## config.mk

```make
export PLATFORM = sky130hd
export DESIGN_NAME = ext_overlay_mixer
export DESIGN_NICKNAME = d
export VERILOG_FILES = /design/src/rtl/ovl_pkg.sv /design/src/rtl/ovl_palette.sv /design/src/rtl/ovl_sampler.sv /design/src/rtl/ovl_mixer.sv /design/src/rtl/ext_overlay_mixer.sv
export SDC_FILE = /design/constraint.sdc
export NUM_CORES = 1
export LEC_CHECK = 0
export ABC_CLOCK_PERIOD_IN_PS = 2100
export BUFFER_PORTS_ARGS = -buffer_cell sky130_fd_sc_hd__clkbuf_2
export CORE_UTILIZATION = 45
export DETAILED_ROUTE_END_ITERATION = 16
export SLEW_MARGIN = 15
export SYNTH_ARGS = -nofsm -noshare
export SYNTH_HDL_FRONTEND = slang
export SYNTH_SLANG_ARGS = --single-unit
```

## constraint.sdc

```tcl
create_clock -name clk -period 2.1 [get_ports clk]
set_input_delay 0.105 -clock clk [delete_from_list [all_inputs] [get_ports clk]]
set_output_delay 0.105 -clock clk [all_outputs]
set_load 0.03 [all_outputs]
```

## src/rtl/ovl_pkg.sv

```systemverilog
package ovl_pkg;

    localparam int FIELD_W = 8;

    typedef logic [FIELD_W-1:0] field_t;

    typedef struct packed {
        field_t luma;
        field_t chroma;
    } pix_t;

    localparam int PIX_W = $bits(pix_t);

    typedef enum logic {
        BYTE_UPPER = 1'b0,
        BYTE_LOWER = 1'b1
    } byte_sel_e;

    function automatic logic is_key(input pix_t p);
        return (p.luma == '0) && (p.chroma == '0);
    endfunction

endpackage

```

## src/rtl/ovl_palette.sv

```systemverilog
module ovl_palette
    import ovl_pkg::*;
#(
    parameter int IDX_W = 4
) (
    input  logic             clk,
    input  logic             rst,
    input  logic             clr,
    input  logic             wr,
    input  field_t           wdata,
    input  logic [IDX_W-1:0] rd_idx,
    output pix_t             rd_entry
);
    localparam int ENTRIES = 1 << IDX_W;

    logic [IDX_W-1:0] ptr_q;
    byte_sel_e        sel_q;
    pix_t             table_q [ENTRIES];

    logic accept;
    assign accept = wr && !clr;

    always_ff @(posedge clk) begin
        if (rst || clr) begin
            ptr_q <= '0;
            sel_q <= BYTE_UPPER;
        end else if (wr) begin
            if (sel_q == BYTE_UPPER) begin
                sel_q <= BYTE_LOWER;
            end else begin
                sel_q <= BYTE_UPPER;
                ptr_q <= ptr_q + 1'b1;
            end
        end
    end

    for (genvar e = 0; e < ENTRIES; e++) begin : g_entry
        logic hit;
        assign hit = accept && (ptr_q == IDX_W'(e));
        always_ff @(posedge clk) begin
            if (rst) begin
                table_q[e] <= '0;
            end else if (hit && sel_q == BYTE_UPPER) begin
                table_q[e].luma <= wdata;
            end else if (hit && sel_q == BYTE_LOWER) begin
                table_q[e].chroma <= wdata;
            end
        end
    end

    assign rd_entry = table_q[rd_idx];

    p_clear_home_r2: assert property (@(posedge clk) disable iff (rst)
        clr |=> (ptr_q == '0) && (sel_q == BYTE_UPPER));

    p_byte_alternates_r3: assert property (@(posedge clk) disable iff (rst)
        accept |=> (sel_q != $past(sel_q)));

    p_ptr_steps_on_lower_r3: assert property (@(posedge clk) disable iff (rst)
        (accept && sel_q == BYTE_LOWER) |=> (ptr_q == $past(ptr_q) + 1'b1));

    p_ptr_wraps_r4: assert property (@(posedge clk) disable iff (rst)
        (accept && sel_q == BYTE_LOWER && ptr_q == IDX_W'(ENTRIES - 1)) |=> (ptr_q == '0));

    p_ptr_still_on_upper_r3: assert property (@(posedge clk) disable iff (rst)
        (!clr && !(wr && sel_q == BYTE_LOWER)) |=> $stable(ptr_q));

endmodule

```

## src/rtl/ovl_sampler.sv

```systemverilog
module ovl_sampler #(
    parameter int W      = 4,
    parameter int STAGES = 2
) (
    input  logic         clk,
    input  logic         rst,
    input  logic         en,
    input  logic [W-1:0] din,
    output logic [W-1:0] dout
);
    logic [W-1:0] stage_q [STAGES];

    for (genvar s = 0; s < STAGES; s++) begin : g_stage
        always_ff @(posedge clk) begin
            if (rst) begin
                stage_q[s] <= '0;
            end else if (en) begin
                if (s == 0) begin
                    stage_q[s] <= din;
                end else begin
                    stage_q[s] <= stage_q[(s == 0) ? 0 : s - 1];
                end
            end
        end
    end

    assign dout = stage_q[STAGES-1];

    p_last_stage_holds_r5: assert property (@(posedge clk) disable iff (rst)
        !en |=> $stable(dout));

endmodule

```

## src/rtl/ovl_mixer.sv

```systemverilog
module ovl_mixer
    import ovl_pkg::*;
(
    input  logic clk,
    input  logic rst,
    input  logic en,
    input  pix_t video,
    input  pix_t entry,
    output pix_t mix,
    output logic mix_valid
);
    pix_t mix_q;
    logic valid_q;

    always_ff @(posedge clk) begin
        if (rst) begin
            mix_q   <= '0;
            valid_q <= 1'b0;
        end else begin
            valid_q <= en;
            if (en) begin
                mix_q <= is_key(entry) ? video : entry;
            end
        end
    end

    assign mix       = mix_q;
    assign mix_valid = valid_q;

    p_valid_single_r6: assert property (@(posedge clk) disable iff (rst)
        valid_q |=> !valid_q);

    p_quiet_between_r6: assert property (@(posedge clk) disable iff (rst)
        !valid_q |-> $stable(mix_q));

endmodule

```

## src/rtl/ext_overlay_mixer.sv

```systemverilog
module ext_overlay_mixer
    import ovl_pkg::*;
#(
    parameter int IDX_W       = 4,
    parameter int SYNC_STAGES = 2
) (
    input  logic             clk,
    input  logic             rst,
    input  logic             host_clr,
    input  logic             host_wr,
    input  logic [7:0]       host_wdata,
    input  logic [IDX_W-1:0] ovl_idx,
    input  logic [7:0]       vid_luma,
    input  logic [7:0]       vid_chroma,
    output logic [7:0]       mix_luma,
    output logic [7:0]       mix_chroma,
    output logic             mix_valid
);
    logic             tick_q;
    logic [IDX_W-1:0] idx_s;
    logic [PIX_W-1:0] vid_s;
    pix_t             vid_in;
    pix_t             entry;
    pix_t             mix;

    always_ff @(posedge clk) begin
        if (rst) begin
            tick_q <= 1'b0;
        end else begin
            tick_q <= !tick_q;
        end
    end

    assign vid_in = '{luma: vid_luma, chroma: vid_chroma};

    ovl_sampler #(.W(IDX_W), .STAGES(SYNC_STAGES)) u_idx_sync (
        .clk  (clk),
        .rst  (rst),
        .en   (tick_q),
        .din  (ovl_idx),
        .dout (idx_s)
    );

    ovl_sampler #(.W(PIX_W), .STAGES(SYNC_STAGES)) u_vid_align (
        .clk  (clk),
        .rst  (rst),
        .en   (tick_q),
        .din  (vid_in),
        .dout (vid_s)
    );

    ovl_palette #(.IDX_W(IDX_W)) u_palette (
        .clk      (clk),
        .rst      (rst),
        .clr      (host_clr),
        .wr       (host_wr),
        .wdata    (host_wdata),
        .rd_idx   (idx_s),
        .rd_entry (entry)
    );

    ovl_mixer u_mixer (
        .clk       (clk),
        .rst       (rst),
        .en        (tick_q),
        .video     (pix_t'(vid_s)),
        .entry     (entry),
        .mix       (mix),
        .mix_valid (mix_valid)
    );

    assign mix_luma   = mix.luma;
    assign mix_chroma = mix.chroma;

    p_reset_quiet_r1: assert property (@(posedge clk)
        $past(rst) |-> (mix_luma == '0 && mix_chroma == '0 && !mix_valid));

    p_tick_alternates_r5: assert property (@(posedge clk) disable iff (rst)
        tick_q |=> !tick_q);

endmodule

```

* Word-level counts from Yosys, hierarchy flattened
Memory sizes are Yosys's and may differ from the RTL's. Index checks and enable logic that the tools add are counted.
Storage, ports and cells: bits in registers 23, RAM bits 296, input port bits 32, output and inout bits 17, word-level logic and storage cells 274, memories kept 3
Operators by class: add/sub/neg operators 1, equal/unequal tests 15, multiplexer cells 155, bitwise logic cells 37, reduce and logical (&&, ||, !) cells 57
Memory list:
- u_palette.table_q | depth 16, width 16, read ports 1, clocked after Yosys merged registers in 0, write ports 16, line ovl_palette.sv:18 | pix_t table_q [ENTRIES];
- u_vid_align.stage_q | depth 2, width 16, read ports 2, clocked after Yosys merged registers in 0, write ports 2, line ovl_sampler.sv:11 | logic [W-1:0] stage_q [STAGES];
- u_idx_sync.stage_q | depth 2, width 4, read ports 2, clocked after Yosys merged registers in 0, write ports 2, line ovl_sampler.sv:11
Operator list (number):
- 8-bit 2-to-1 mux | 32
- 1-bit 2-to-1 mux | 118
- 1-bit logical AND | 50
- 16-bit 2-to-1 mux | 3
- 1-bit OR | 36
- 4-bit == test, second input constant | 8
- 4-bit by 3-bit == test with 1-bit output, second input constant | 4
- 8-bit zero test | 2
- 4-bit by 2-bit == test with 1-bit output, second input constant | 2
- 4-bit 2-to-1 mux | 2
- 4-bit by 1-bit adder with 4-bit output, second input constant | 1
- 4-bit by 1-bit == test with 1-bit output, second input constant | 1
- 4-bit zero test | 1
- 1-bit zero test | 2
- 2-bit AND reduction | 1
- 1-bit logical OR | 1
- 1-bit inverter | 1

* Depth between registers and ports, before layout
Gate-level depths: netlist of run 1.
word-level depth 9, gate-level depth with buffers 10, gate-level depth less buffers 6

* By module
Synthesis of run 1 repeated with hierarchy kept, for this count alone.
Unflattened totals: cells, all modules 986, area, all modules 14012.2 um^2
By module, submodules not included:
- ovl_palette | instances 1, cells an instance 817, area an instance 11553.6 um^2, sequential area each 7787.5 um^2
- ovl_sampler (u_vid_align) | instances 1, cells an instance 71, area an instance 1302.5 um^2, sequential area each 960.9 um^2
- ovl_mixer | instances 1, cells an instance 79, area an instance 815.8 um^2, sequential area each 340.3 um^2
- ovl_sampler (u_idx_sync) | instances 1, cells an instance 17, area an instance 316.6 um^2, sequential area each 240.2 um^2
- ext_overlay_mixer | instances 1, cells an instance 2, area an instance 23.8 um^2, sequential area each 20.0 um^2

* Least setup slack after synthesis of run 1
OpenSTA, ideal clock, no wires.
path kind flip-flop to flip-flop, start memory u_idx_sync.stage_q[4][1], in the netlist u_idx_sync.stage_q[1][1], end register u_mixer.mix_q, in the netlist u_mixer.mix[0], setup time 0.069 ns, data arrival time 2.285 ns, required time 2.031 ns, slack -0.254 ns, stages on the path, launching flop included 11, path buffers 4, clock period less this slack 2.354 ns, cells stage by stage edfxtp_1 -> buf_2 -> buf_2 -> buf_1 -> mux4_2 -> a22oi_1 -> nand2_1 -> nor4_1 -> nand4_1 -> buf_4 -> o21ai_1
RTL lines:
- from (decl) | line ovl_sampler.sv:11
- to (signal assigned) | line ovl_mixer.sv:22 | mix_q <= is_key(entry) ? video : entry;
- to (decl) | line ovl_mixer.sv:12 | pix_t mix_q;

==> results.json, run 1 <==
{
  "synth_warnings": 0,
  "grt_pass1_vias": 8778,
  "violations": "setup timing",
  "status": "complete, but fails checks",
  "diodes": 0,
  "fmax_ghz": 0.387,
  "die_area_sq_um": 32700,
  "track_usage_pct": 22.8,
  "grt_max_degree": 56,
  "firstDrtPassIters": 5,
  "synthCells": 992,
  "drive_above_1_share_pct": 27.0,
  "clk-insertion-delay-late_ns": 0.52,
  "crit_required_ns": 2.54,
  "synth_top_area_cell": "edfxtp_1",
  "maxCapViolations": 0,
  "synthTopCellsByArea": "edfxtp_1 (62%), and2_1 (13%), mux4_2 (8.9%)",
  "rsz0062_at_grt": "yes",
  "hold_depth": 3,
  "port_buffers": 48,
  "layout_setup_ws_ns": -0.485,
  "period_minus_slack_ns": 2.58,
  "finalWirelength_microns": 36800,
  "fillCellCount": 2558,
  "num_io_pins": 49,
  "endpoint_kind": "register",
  "cts_made_buffers": 36,
  "finalCritPeriodShare_pct": 123,
  "ys_seq_area_share_pct": 64.9,
  "netlist_area_sq_um": 14400,
  "cts.sink_count": 319,
  "crit_type": "register to register",
  "synth_top_area_share_pct": 61.7,
  "reg2reg_depth": 9,
  "post-place-ws_ns": -0.704,
  "fp.dieW_microns": 181,
  "drc_errors": 0,
  "hp-class": "primary input to register",
  "layout_commonest_cell": "and2_1",
  "wl_per_cell_microns": 23.1,
  "ys_ff_latch": 319,
  "final_cell_mix": "and2_1 (298), edfxtp_1 (296), buf_4 (112), mux4_2 (57), clkbuf_2 (48)",
  "cp_max_fo": 16,
  "area_delta_synth_final_pct": 20.9,
  "num_rows": 65,
  "initialDrtViolationCount": 777,
  "synthesis.nets": 1028,
  "overflow": 0,
  "hold_violations": 0,
  "core_sq_um": 31600,
  "ctsLongestPathBuffers": 3,
  "power_density_nw_per_um2": 847,
  "cts-root-buf": "clkbuf_16",
  "die_y_microns": 181,
  "cts_tree": "yes",
  "start_util_pct": 45.7,
  "setup_viol": 16,
  "ant_nets": 0,
  "vias_per_cell": 5.45,
  "hold_slack_ns": 0.288,
  "grt_pass1_wl_microns": 54900,
  "maxSlewHeadroom_pct": 45.2,
  "report.final.slew_viol_count": 0,
  "ir_drop_mv": 0.426,
  "gp_congestion": 0.814,
  "via_count": 8672,
  "fin_skew_ns": 0.0167,
  "leakage_uw": 0.00647,
  "antenna_found_initial": 1,
  "arrival_ns": 3.02,
  "ys_types": 41,
  "startpoint_type": "register",
  "h-tree-depth": 2,
  "synth.avg_cell_area_sq_um": 14.5,
  "path_clk_slew_ns": 0.06,
  "worst_pin_slew_ns": 0.823,
  "dp_hpwl_microns": 23800,
  "nets": 1198
}
## worst max-delay path, stage by stage (launching register included)
cell and delay (ns):
edfxtp_1 0.34, buf_4 0.15, clkbuf_16 0.17, buf_6 0.14
mux4_2 0.51, mux4_2 0.53, a21oi_1 0.16, nand4_1 0.16
buf_6 0.21, o21ai_1 0.14
## logic make-up after synthesis
group                      count (synthesis)  synth area share, %
muxes                                     74                 10.1
AOI/OAI and AO/OA                        103                 5.39
adders and majority gates                  4                0.347
DFF                                      319                 64.9
buffers and inverters                     73                 2.31
xor gates and xnor gates                   4                0.243
and+or+nand+nor                          415                 16.7
## registers in the layout (all words and copies together), names as in the netlist
register             flops
u_mixer.mix_valid        1
u_vid_align.stage_q     32
u_idx_sync.stage_q       8
u_palette.sel_q          1
u_palette.table_q      256
u_mixer.mix             16
u_palette.ptr_q          4
tick_q                   1
## where the power goes
group,internal (uW),total [uW],switching [uW],leakage (uW)
Sequential,7210,7320,112,0.00322
Combinational,675,1480,804,0.00270
Clock,3520,5970,2450,0.000546
Total,11400,14800,3360,0.00647
## per-stage QoR
| stage | TNS, ns | total power (uW) | cells | utilization, % | cell area (sq um) |
|---|---|---|---|---|---|
| 2_1_floorplan | -1.62 | 8150 | 992 | - | 14500 |
| 3_3_place_gp | -11.56 | 8800 | 1494 | 50.3 | 15900 |
| 3_5_place_dp | -10.86 | 8820 | 1494 | 50.3 | 15900 |
| 4_1_cts | -6.74 | 14800 | 1586 | 54.9 | 17300 |
| 5_1_grt | -9.17 | 15200 | 1591 | 55.2 | 17400 |
| 6_report | -7.43 | 14800 | 1591 | 55.2 | 17400 |
## path summary, 6_finish.rpt
path | slack (ns) | endpoint | start
hold reg to reg | 0.49 | u_mixer.mix[15]$_SDFFE_PP0P_ | u_mixer.mix[15]$_SDFFE_PP0P_
hold / removal | 0.29 | u_mixer.mix[9]$_SDFFE_PP0P_ | rst
setup / recovery | -0.48 | u_mixer.mix[1]$_SDFFE_PP0P_ | u_idx_sync.stage_q[1][0]$_SDFFCE_PN0P_
setup reg to reg | -0.48 | u_mixer.mix[1]$_SDFFE_PP0P_ | u_idx_sync.stage_q[1][0]$_SDFFCE_PN0P_
## Yosys cell counts
master    instances
and2_1          298
a211oi_4          1
o21bai_1         21
buf_1             2
buf_2             5
a22o_1            2
nand2_1          28
nand4_1           1
nor2b_1          12
a31o_2           12
a221o_1           2
clkbuf_1         53
edfxtp_1        296
nor4b_1           1
nand2b_1          2
mux2i_1          13
inv_1             5
mux2_2            4
nor2_1           41
and3_1            1
o22ai_2           2
o21ai_0           6
buf_4             2
o21a_1            2
nand3_1          21
a32oi_1           1
nor3_1            7
dfxtp_1          23
nand3b_1          1
xnor2_1           3
xor2_1            1
nor4_4            1
o22ai_1           4
mux4_2           57
ha_1              4
nor4_1            1
buf_6             6
a21oi_1           3
a221oi_1          4
a22oi_1          35
o21ai_1           8
## metal layers
metal / share of wire, % / track usage (%)
met1: 45 / 32.0
met2: 47 / 35.9
met3: 6.5 / 4.98
met4: 2.1 / 6.17
met5: 0 / 0
## cell type report
cell class,count,area (sq um),area share [%]
sequential,319,9350,53.7
multi-input combinational,600,4810,27.6
timing repair buffer,200,1630,9.34
clock buffer,54,1030,5.91
tap,402,503,2.89
clock inverter,11,87.6,0.503
inverter,5,18.8,0.108
## repair_timing
action / in CTS / in global routing
resized for setup: 17 / 7
endpoints found under the setup margin: 16 / 16
gates cloned: 0 / 2
hold buffers: 22 / 0
pin swaps: 1 / 0
endpoints found under the hold margin: 25 / 0
buffers inserted: 5 / 3
Power figures use the tool's default switching activity.
==> inputs of run 2 (changes only) <==
--- a/config.mk
+++ b/config.mk
@@ -5,6 +5,7 @@
 export SDC_FILE = /design/constraint.sdc
 export NUM_CORES = 1
 export LEC_CHECK = 0
+export ABC_AREA = 1
 export ABC_CLOCK_PERIOD_IN_PS = 2100
 export BUFFER_PORTS_ARGS = -buffer_cell sky130_fd_sc_hd__clkbuf_2
 export CORE_UTILIZATION = 45
==> run 2 against run 1 <==
Against the previous run: the flow still finishes with violations (setup timing); critical path depth is 5 higher; cell area is 3.3% higher; die area is 3.6% higher; register-to-register slack better by 0.22 ns; setup slack better by 0.22 ns; global-route usage is 1.1 points higher; via count is 35% higher; synthesized area is 3.7% higher; utilization hardly changed; count of clock-buffer cells in the layout stayed put.
==> results.json, run 2 <==
{
  "status": "complete, but fails checks",
  "violations": "setup timing",
  "ir_drop_mv": 0.647,
  "synth.top_cells.by_count": "nand2_1 (435), nor2_1 (372), edfxtp_1 (296)",
  "setup_viol": 16,
  "internal_power_uw": 11400,
  "synth_edf_count": 296,
  "vias_per_cell": 5.23,
  "synth_warnings": 0,
  "crit_required_ns": 2.51,
  "fp.dieW_microns": 184,
  "yosys.cell_count.top_type": "nand2_1",
  "max_stage_delay_ns": 0.44,
  "track_usage_pct": 23.9,
  "die_y_microns": 184,
  "ys.flop_type": "edfxtp_1",
  "ctsLongestPathBuffers": 3,
  "maxCapViolations": 0,
  "hold_violations": 0,
  "rsz0062_at_grt": "yes",
  "overflow": 0,
  "h-tree-depth": 2,
  "fin_skew_ns": 0.0141,
  "grt_max_degree": 45,
  "layout_setup_ws_ns": -0.265,
  "endpoint_kind": "register",
  "cts_made_buffers": 37,
  "power_switching_uw": 3760,
  "crit_path_cell_trace": "buf_12, buf_12, buf_12, o211ai_1, nand3_2, nand3_2, nand2_2, nor2_2, nand2_2, nor2_8, clkbuf_16, nand3_1, nand3_1, nand2_1",
  "grt_pass1_vias": 10900,
  "cts-root-buf": "clkbuf_16",
  "wl_per_cell_microns": 18.2,
  "final_cell_mix": "nand2_1 (429), nor2_1 (367), edfxtp_1 (296), inv_1 (172), nand3_1 (159)",
  "synthCells": 1657,
  "layout_commonest_cell": "nand2_1",
  "start_util_pct": 45.8,
  "via_count": 11700,
  "synthesis.nets": 1693,
  "largest_reg_flops": 256,
  "largest_register": "u_palette.table_q",
  "synth_top_area_cell": "edfxtp_1",
  "grt_pass1_wl_microns": 61600,
  "period_minus_slack_ns": 2.37,
  "core_sq_um": 32600,
  "ys_seq_area_share_pct": 62.6,
  "power_frac_seq_pct": 47.9,
  "stdcell_count": 2243,
  "cp_max_fo": 8,
  "firstDrtPassIters": 5,
  "fmax_ghz": 0.423,
  "drive_above_1_share_pct": 13.9,
  "worst_pin_slew_ns": 0.715,
  "diodes": 0,
  "power_switching_share_pct": 24.7,
  "cp_slowest_cell": "edfxtp_1",
  "die_area_sq_um": 33900,
  "hp-class": "primary input to register",
  "ys_types": 27,
  "num_rows": 66,
  "num_io_pins": 49,
  "cts.sink_count": 319,
  "p_clk_share_pct": 40.7,
  "hold_slack_ns": 0.0584,
  "netlist_area_sq_um": 14900,
  "report.final.slew_viol_count": 0,
  "placed_cells": 2140,
  "power_density_nw_per_um2": 844,
  "crit_type": "register to register",
  "port_buffers": 48,
  "finalWirelength_microns": 40700,
  "clk-insertion-delay-late_ns": 0.53,
  "gp_congestion": 0.843,
  "initialDrtViolationCount": 1143,
  "antenna_found_initial": 0,
  "maxSlewHeadroom_pct": 52.3,
  "nets": 1810,
  "dp_hpwl_microns": 25300,
  "synth_top_area_share_pct": 59.5,
  "ys_ff_latch": 319,
  "combPwrFrac_pct": 11.4,
  "path_clk_slew_ns": 0.06,
  "area_delta_synth_final_pct": 20.5,
  "synth.avg_cell_area_sq_um": 9.01,
  "leakage_uw": 0.00791,
  "crit_path_frequent_cell": "buf_12",
  "arrival_ns": 2.77,
  "startpoint_type": "register",
  "cts_tree": "yes",
  "setup-tns-final_ns": -3.80,
  "drc_errors": 0,
  "ant_nets": 0,
  "fin_util_pct": 55.2,
  "ys_async_sr_fraction_pct": 0,
  "synthTopCellsByArea": "edfxtp_1 (60%), nand2_1 (11%), nor2_1 (9.3%)",
  "finalCritPeriodShare_pct": 113
}
-- run 2: cell count changes after synthesis, moves of 12 or more --
cell / delta
a22oi_1: -35
nand2_1: +407
nand3_1: +163
nor2b_1: -12
a31o_2: -12
mux2i_1: -13
o21ai_0: +21
o21bai_1: -21
mux4_2: -57
buf_2: +14
nor2_1: +331
inv_1: +168
and2_1: -298
-- run 2: power by group through the flow --
| stage | sequential (uW) | combinational, uW | clock [uW] |
|---|---|---|---|
| after floorplan | 7430 | 865 | 0 |
| after global placement | 7400 | 1510 | 0 |
| after detailed placement | 7410 | 1520 | 0 |
| after CTS | 7280 | 1610 | 6250 |
| after global routing | 7300 | 1870 | 6500 |
| final | 7280 | 1730 | 6190 |
-- run 2: what timing repair did --
item / 4_1_cts / 5_1_grt
resized for setup: 22 / 46
hold endpoints to repair: 25 / 0
hold buffers: 23 / 0
buffers inserted: 3 / 3
cloned: 2 / 6
pin swaps: 3 / 29
endpoints found under the setup margin: 16 / 16
-- run 2: area by class of cell --
cell class	instances	area (sq um)
Sequential cell	319	9350
Clock buffer	54	1060
Clock inverter	12	92.6
Inverter	176	673
Fill cell	2912	14600
Multi-Input combinational cell	1063	4590
Tap cell	442	553
Timing Repair Buffer	177	1680
-- run 2: cells by family after synthesis --
logic type | Yosys count | share of synthesized area, %
flip-flops | 319 | 62.6
AO/OA/AOI/OAI | 56 | 2.20
adder cells (fa/ha/maj) | 4 | 0.335
buffers and inverters | 275 | 7.77
AND/OR/NAND/NOR | 1003 | 27.1
-- run 2: worst paths after layout --
path / cells after the start / slack (ns) / end / startpoint
setup / recovery: 14 / -0.27 / u_mixer.mix[10]$_SDFFE_PP0P_ / u_idx_sync.stage_q[1][0]$_SDFFCE_PN0P_
hold / removal: 4 / 0.06 / u_palette.ptr_q[2]$_SDFFE_PP0P_ / rst
setup reg to reg: 14 / -0.27 / u_mixer.mix[10]$_SDFFE_PP0P_ / u_idx_sync.stage_q[1][0]$_SDFFCE_PN0P_
hold reg to reg: 2 / 0.45 / u_mixer.mix[9]$_SDFFE_PP0P_ / u_mixer.mix[9]$_SDFFE_PP0P_
-- run 2: stage by stage --
stage | worst slack [ns] | total power (uW) | cell area (sq um)
finish | -0.265 | 15200 | 18000
global route | -0.354 | 15700 | 18000
CTS | -0.219 | 15100 | 17700
floorplan | 0.132 | 8290 | 14900
global placement | -0.316 | 8920 | 16100
detailed placement | -0.326 | 8930 | 16100
-- run 2: routing by layer --
metal  up-vias  GRT usage [%]  routed length [microns]  share of wire (%)
met5         -              0                        0                  0
li1       5566              -                        -                  -
met4         0           6.53                      822                2.0
met3        60           3.69                     2830                7.0
met2       447           38.7                    19500                 48
met1      5654           33.3                    17600                 43
-- run 2: critical path: cells and delay by family (launching register included) --
family	cells	cell delay (ns)
flops	1	0.44
simple gates	9	0.96
compound gates	1	0.18
buf+inv	4	0.65
==> inputs of run 3 (changes only) <==
--- a/config.mk
+++ b/config.mk
@@ -5,11 +5,12 @@
 export SDC_FILE = /design/constraint.sdc
 export NUM_CORES = 1
 export LEC_CHECK = 0
-export ABC_AREA = 1
-export ABC_CLOCK_PERIOD_IN_PS = 2100
+export ABC_AREA = 0
+export ABC_CLOCK_PERIOD_IN_PS = 2300
 export BUFFER_PORTS_ARGS = -buffer_cell sky130_fd_sc_hd__clkbuf_2
-export CORE_UTILIZATION = 45
+export CORE_UTILIZATION = 60
 export DETAILED_ROUTE_END_ITERATION = 16
+export PLACE_DENSITY = 0.77
 export SLEW_MARGIN = 15
 export SYNTH_ARGS = -nofsm -noshare
 export SYNTH_HDL_FRONTEND = slang
==> constraint.sdc (replaced) <==
create_clock -name clk -period 2.3 [get_ports clk]
set_input_delay 0.115 -clock clk [delete_from_list [all_inputs] [get_ports clk]]
set_output_delay 0.115 -clock clk [all_outputs]
set_load 0.03 [all_outputs]
==> run 3 against run 2 <==
Against the previous run: highest routed layer unchanged; fmax decreased by 10%; the flow still finishes with violations (setup timing); largest power group unchanged; sequential share of layout area increased by 2.5 points; critical path type unchanged; register-to-register slack got worse by 0.08 ns; utilization increased by 18 points; largest cell class unchanged; cell count decreased by 34%.
==> results.json, run 3 (synthesized netlist as in run 1, its figures left out) <==
{
  "finalWirelength_microns": 34600,
  "hp-class": "primary input to register",
  "maxSlewHeadroom_pct": 44.0,
  "antenna_found_initial": 0,
  "p_clk_share_pct": 39.7,
  "grt_pass1_vias": 9101,
  "vias_per_cell": 6.03,
  "maxCapViolations": 0,
  "power_switching_share_pct": 22.5,
  "crit_required_ns": 2.74,
  "fin_skew_ns": 0.0151,
  "ir_drop_mv": 0.472,
  "wl_met2_microns": 16400,
  "cts_made_buffers": 34,
  "post-place-ws_ns": -0.282,
  "core_sq_um": 23500,
  "status": "complete, but fails checks",
  "startpoint_type": "register",
  "finalCritPeriodShare_pct": 115,
  "violations": "setup timing",
  "cts_tree": "yes",
  "via_count": 8957,
  "hold_violations": 0,
  "internal_power_uw": 10300,
  "combPwrFrac_pct": 10.0,
  "fp.dieW_microns": 157,
  "wl_met3_microns": 3040,
  "drc_errors": 0,
  "nets": 1177,
  "start_util_pct": 61.2,
  "path_clk_slew_ns": 0.06,
  "num_io_pins": 49,
  "rsz0062_at_grt": "yes",
  "cts-root-buf": "clkbuf_16",
  "die_y_microns": 157,
  "area_delta_synth_final_pct": 19.2,
  "arrival_ns": 3.08,
  "hold_slack_ns": 0.0535,
  "overflow": 0,
  "largest_reg_flops": 256,
  "largest_register": "u_palette.table_q",
  "initialDrtViolationCount": 1125,
  "firstDrtPassIters": 5,
  "dp_hpwl_microns": 22100,
  "power_density_nw_per_um2": 772,
  "track_usage_pct": 29.2,
  "setup_viol": 16,
  "drive_above_1_share_pct": 27.4,
  "cts.sink_count": 319,
  "power_switching_uw": 2990,
  "layout_commonest_cell": "and2_1",
  "cp_max_fo": 8,
  "crit_type": "register to register",
  "endpoint_kind": "register",
  "port_buffers": 48,
  "grt_pass1_wl_microns": 52500,
  "h-tree-depth": 2,
  "fmax_ghz": 0.379,
  "power_frac_seq_pct": 50.3,
  "diodes": 0,
  "final_cell_mix": "and2_1 (298), edfxtp_1 (296), buf_4 (94), mux4_2 (57), clkbuf_2 (48)",
  "num_rows": 56,
  "gp_congestion": 0.845,
  "grt_max_degree": 55,
  "routed.top_layer": "met4",
  "die_area_sq_um": 24600,
  "layout_setup_ws_ns": -0.341,
  "ant_nets": 0,
  "period_minus_slack_ns": 2.64,
  "wl_met1_microns": 14000,
  "worst_pin_slew_ns": 0.837,
  "leakage_uw": 0.00638,
  "report.final.slew_viol_count": 0,
  "wl_per_cell_microns": 23.3,
  "ctsLongestPathBuffers": 3,
  "clk-insertion-delay-late_ns": 0.51
}
run 3: what timing repair did:
action                     4_1_cts  5_1_grt
pin swaps                        4       22
hold endpoints to repair        25        0
buffers inserted                11        3
cloned                           2        1
gates resized for setup         31       23
setup endpoints to repair       16       18
hold buffers                    22        0
run 3: area by class of cell:
| type | instances | area, sq um |
|---|---|---|
| repair buffers | 181 | 1460 |
| clock buffers | 51 | 998 |
| flip-flops and latches | 319 | 9350 |
| fillers | 1469 | 6360 |
| inverters | 5 | 18.8 |
| multi-input cells | 600 | 4880 |
| well taps | 319 | 399 |
| clock inverters | 10 | 72.6 |
run 3: power by group through the flow:
stage          clock network, uW  logic (uW)  registers [uW]
2_1_floorplan                  0         651            6780
4_1_cts                     5310        1270            6670
5_1_grt                     5510        1390            6690
6_report                    5270        1320            6680
3_5_place_dp                   0        1150            6790
3_3_place_gp                   0        1140            6780
run 3: critical path, cell delays in order, from the launching register on:
cell	delay, ns
edfxtp_1	0.42
buf_6	0.14
buf_8	0.13
buf_6	0.12
mux4_2	0.49
a22oi_2	0.20
nand2_1	0.13
nor4_2	0.30
nand4_1	0.27
buf_6	0.24
o21ai_2	0.12
run 3: worst paths after layout:
| path | start | end | slack (ns) | depth (start not counted) |
|---|---|---|---|---|
| worst max-delay path | u_idx_sync.stage_q[1][0]$_SDFFCE_PN0P_ | u_mixer.mix[6]$_SDFFE_PP0P_ | -0.34 | 10 |
| worst min-delay path | host_wr | u_palette.ptr_q[2]$_SDFFE_PP0P_ | 0.05 | 4 |
| worst max register to register | u_idx_sync.stage_q[1][0]$_SDFFCE_PN0P_ | u_mixer.mix[6]$_SDFFE_PP0P_ | -0.34 | 10 |
| worst min register to register | u_mixer.mix[0]$_SDFFE_PP0P_ | u_mixer.mix[0]$_SDFFE_PP0P_ | 0.48 | 2 |
run 3: metal layers:
metal | GRT usage [%] | up-vias
met1 | 39.5 | 4457
met3 | 7.10 | 82
li1 | - | 3956
met5 | 0 | -
met2 | 46.4 | 462
met4 | 10.7 | 0
run 3: metrics by stage:
step / cells / power [uW] / TNS, ns / util (%) / instance area [sq um]
2_1_floorplan: 992 / 7430 / 0 / - / 14400
4_1_cts: 1481 / 13300 / -3.30 / 72.4 / 17100
3_5_place_dp: 1385 / 7950 / -4.14 / 66.0 / 15500
6_report: 1485 / 13300 / -5.10 / 73.0 / 17200
3_3_place_gp: 1385 / 7920 / -4.03 / 66.0 / 15500
5_1_grt: 1485 / 13600 / -6.32 / 73.0 / 17200
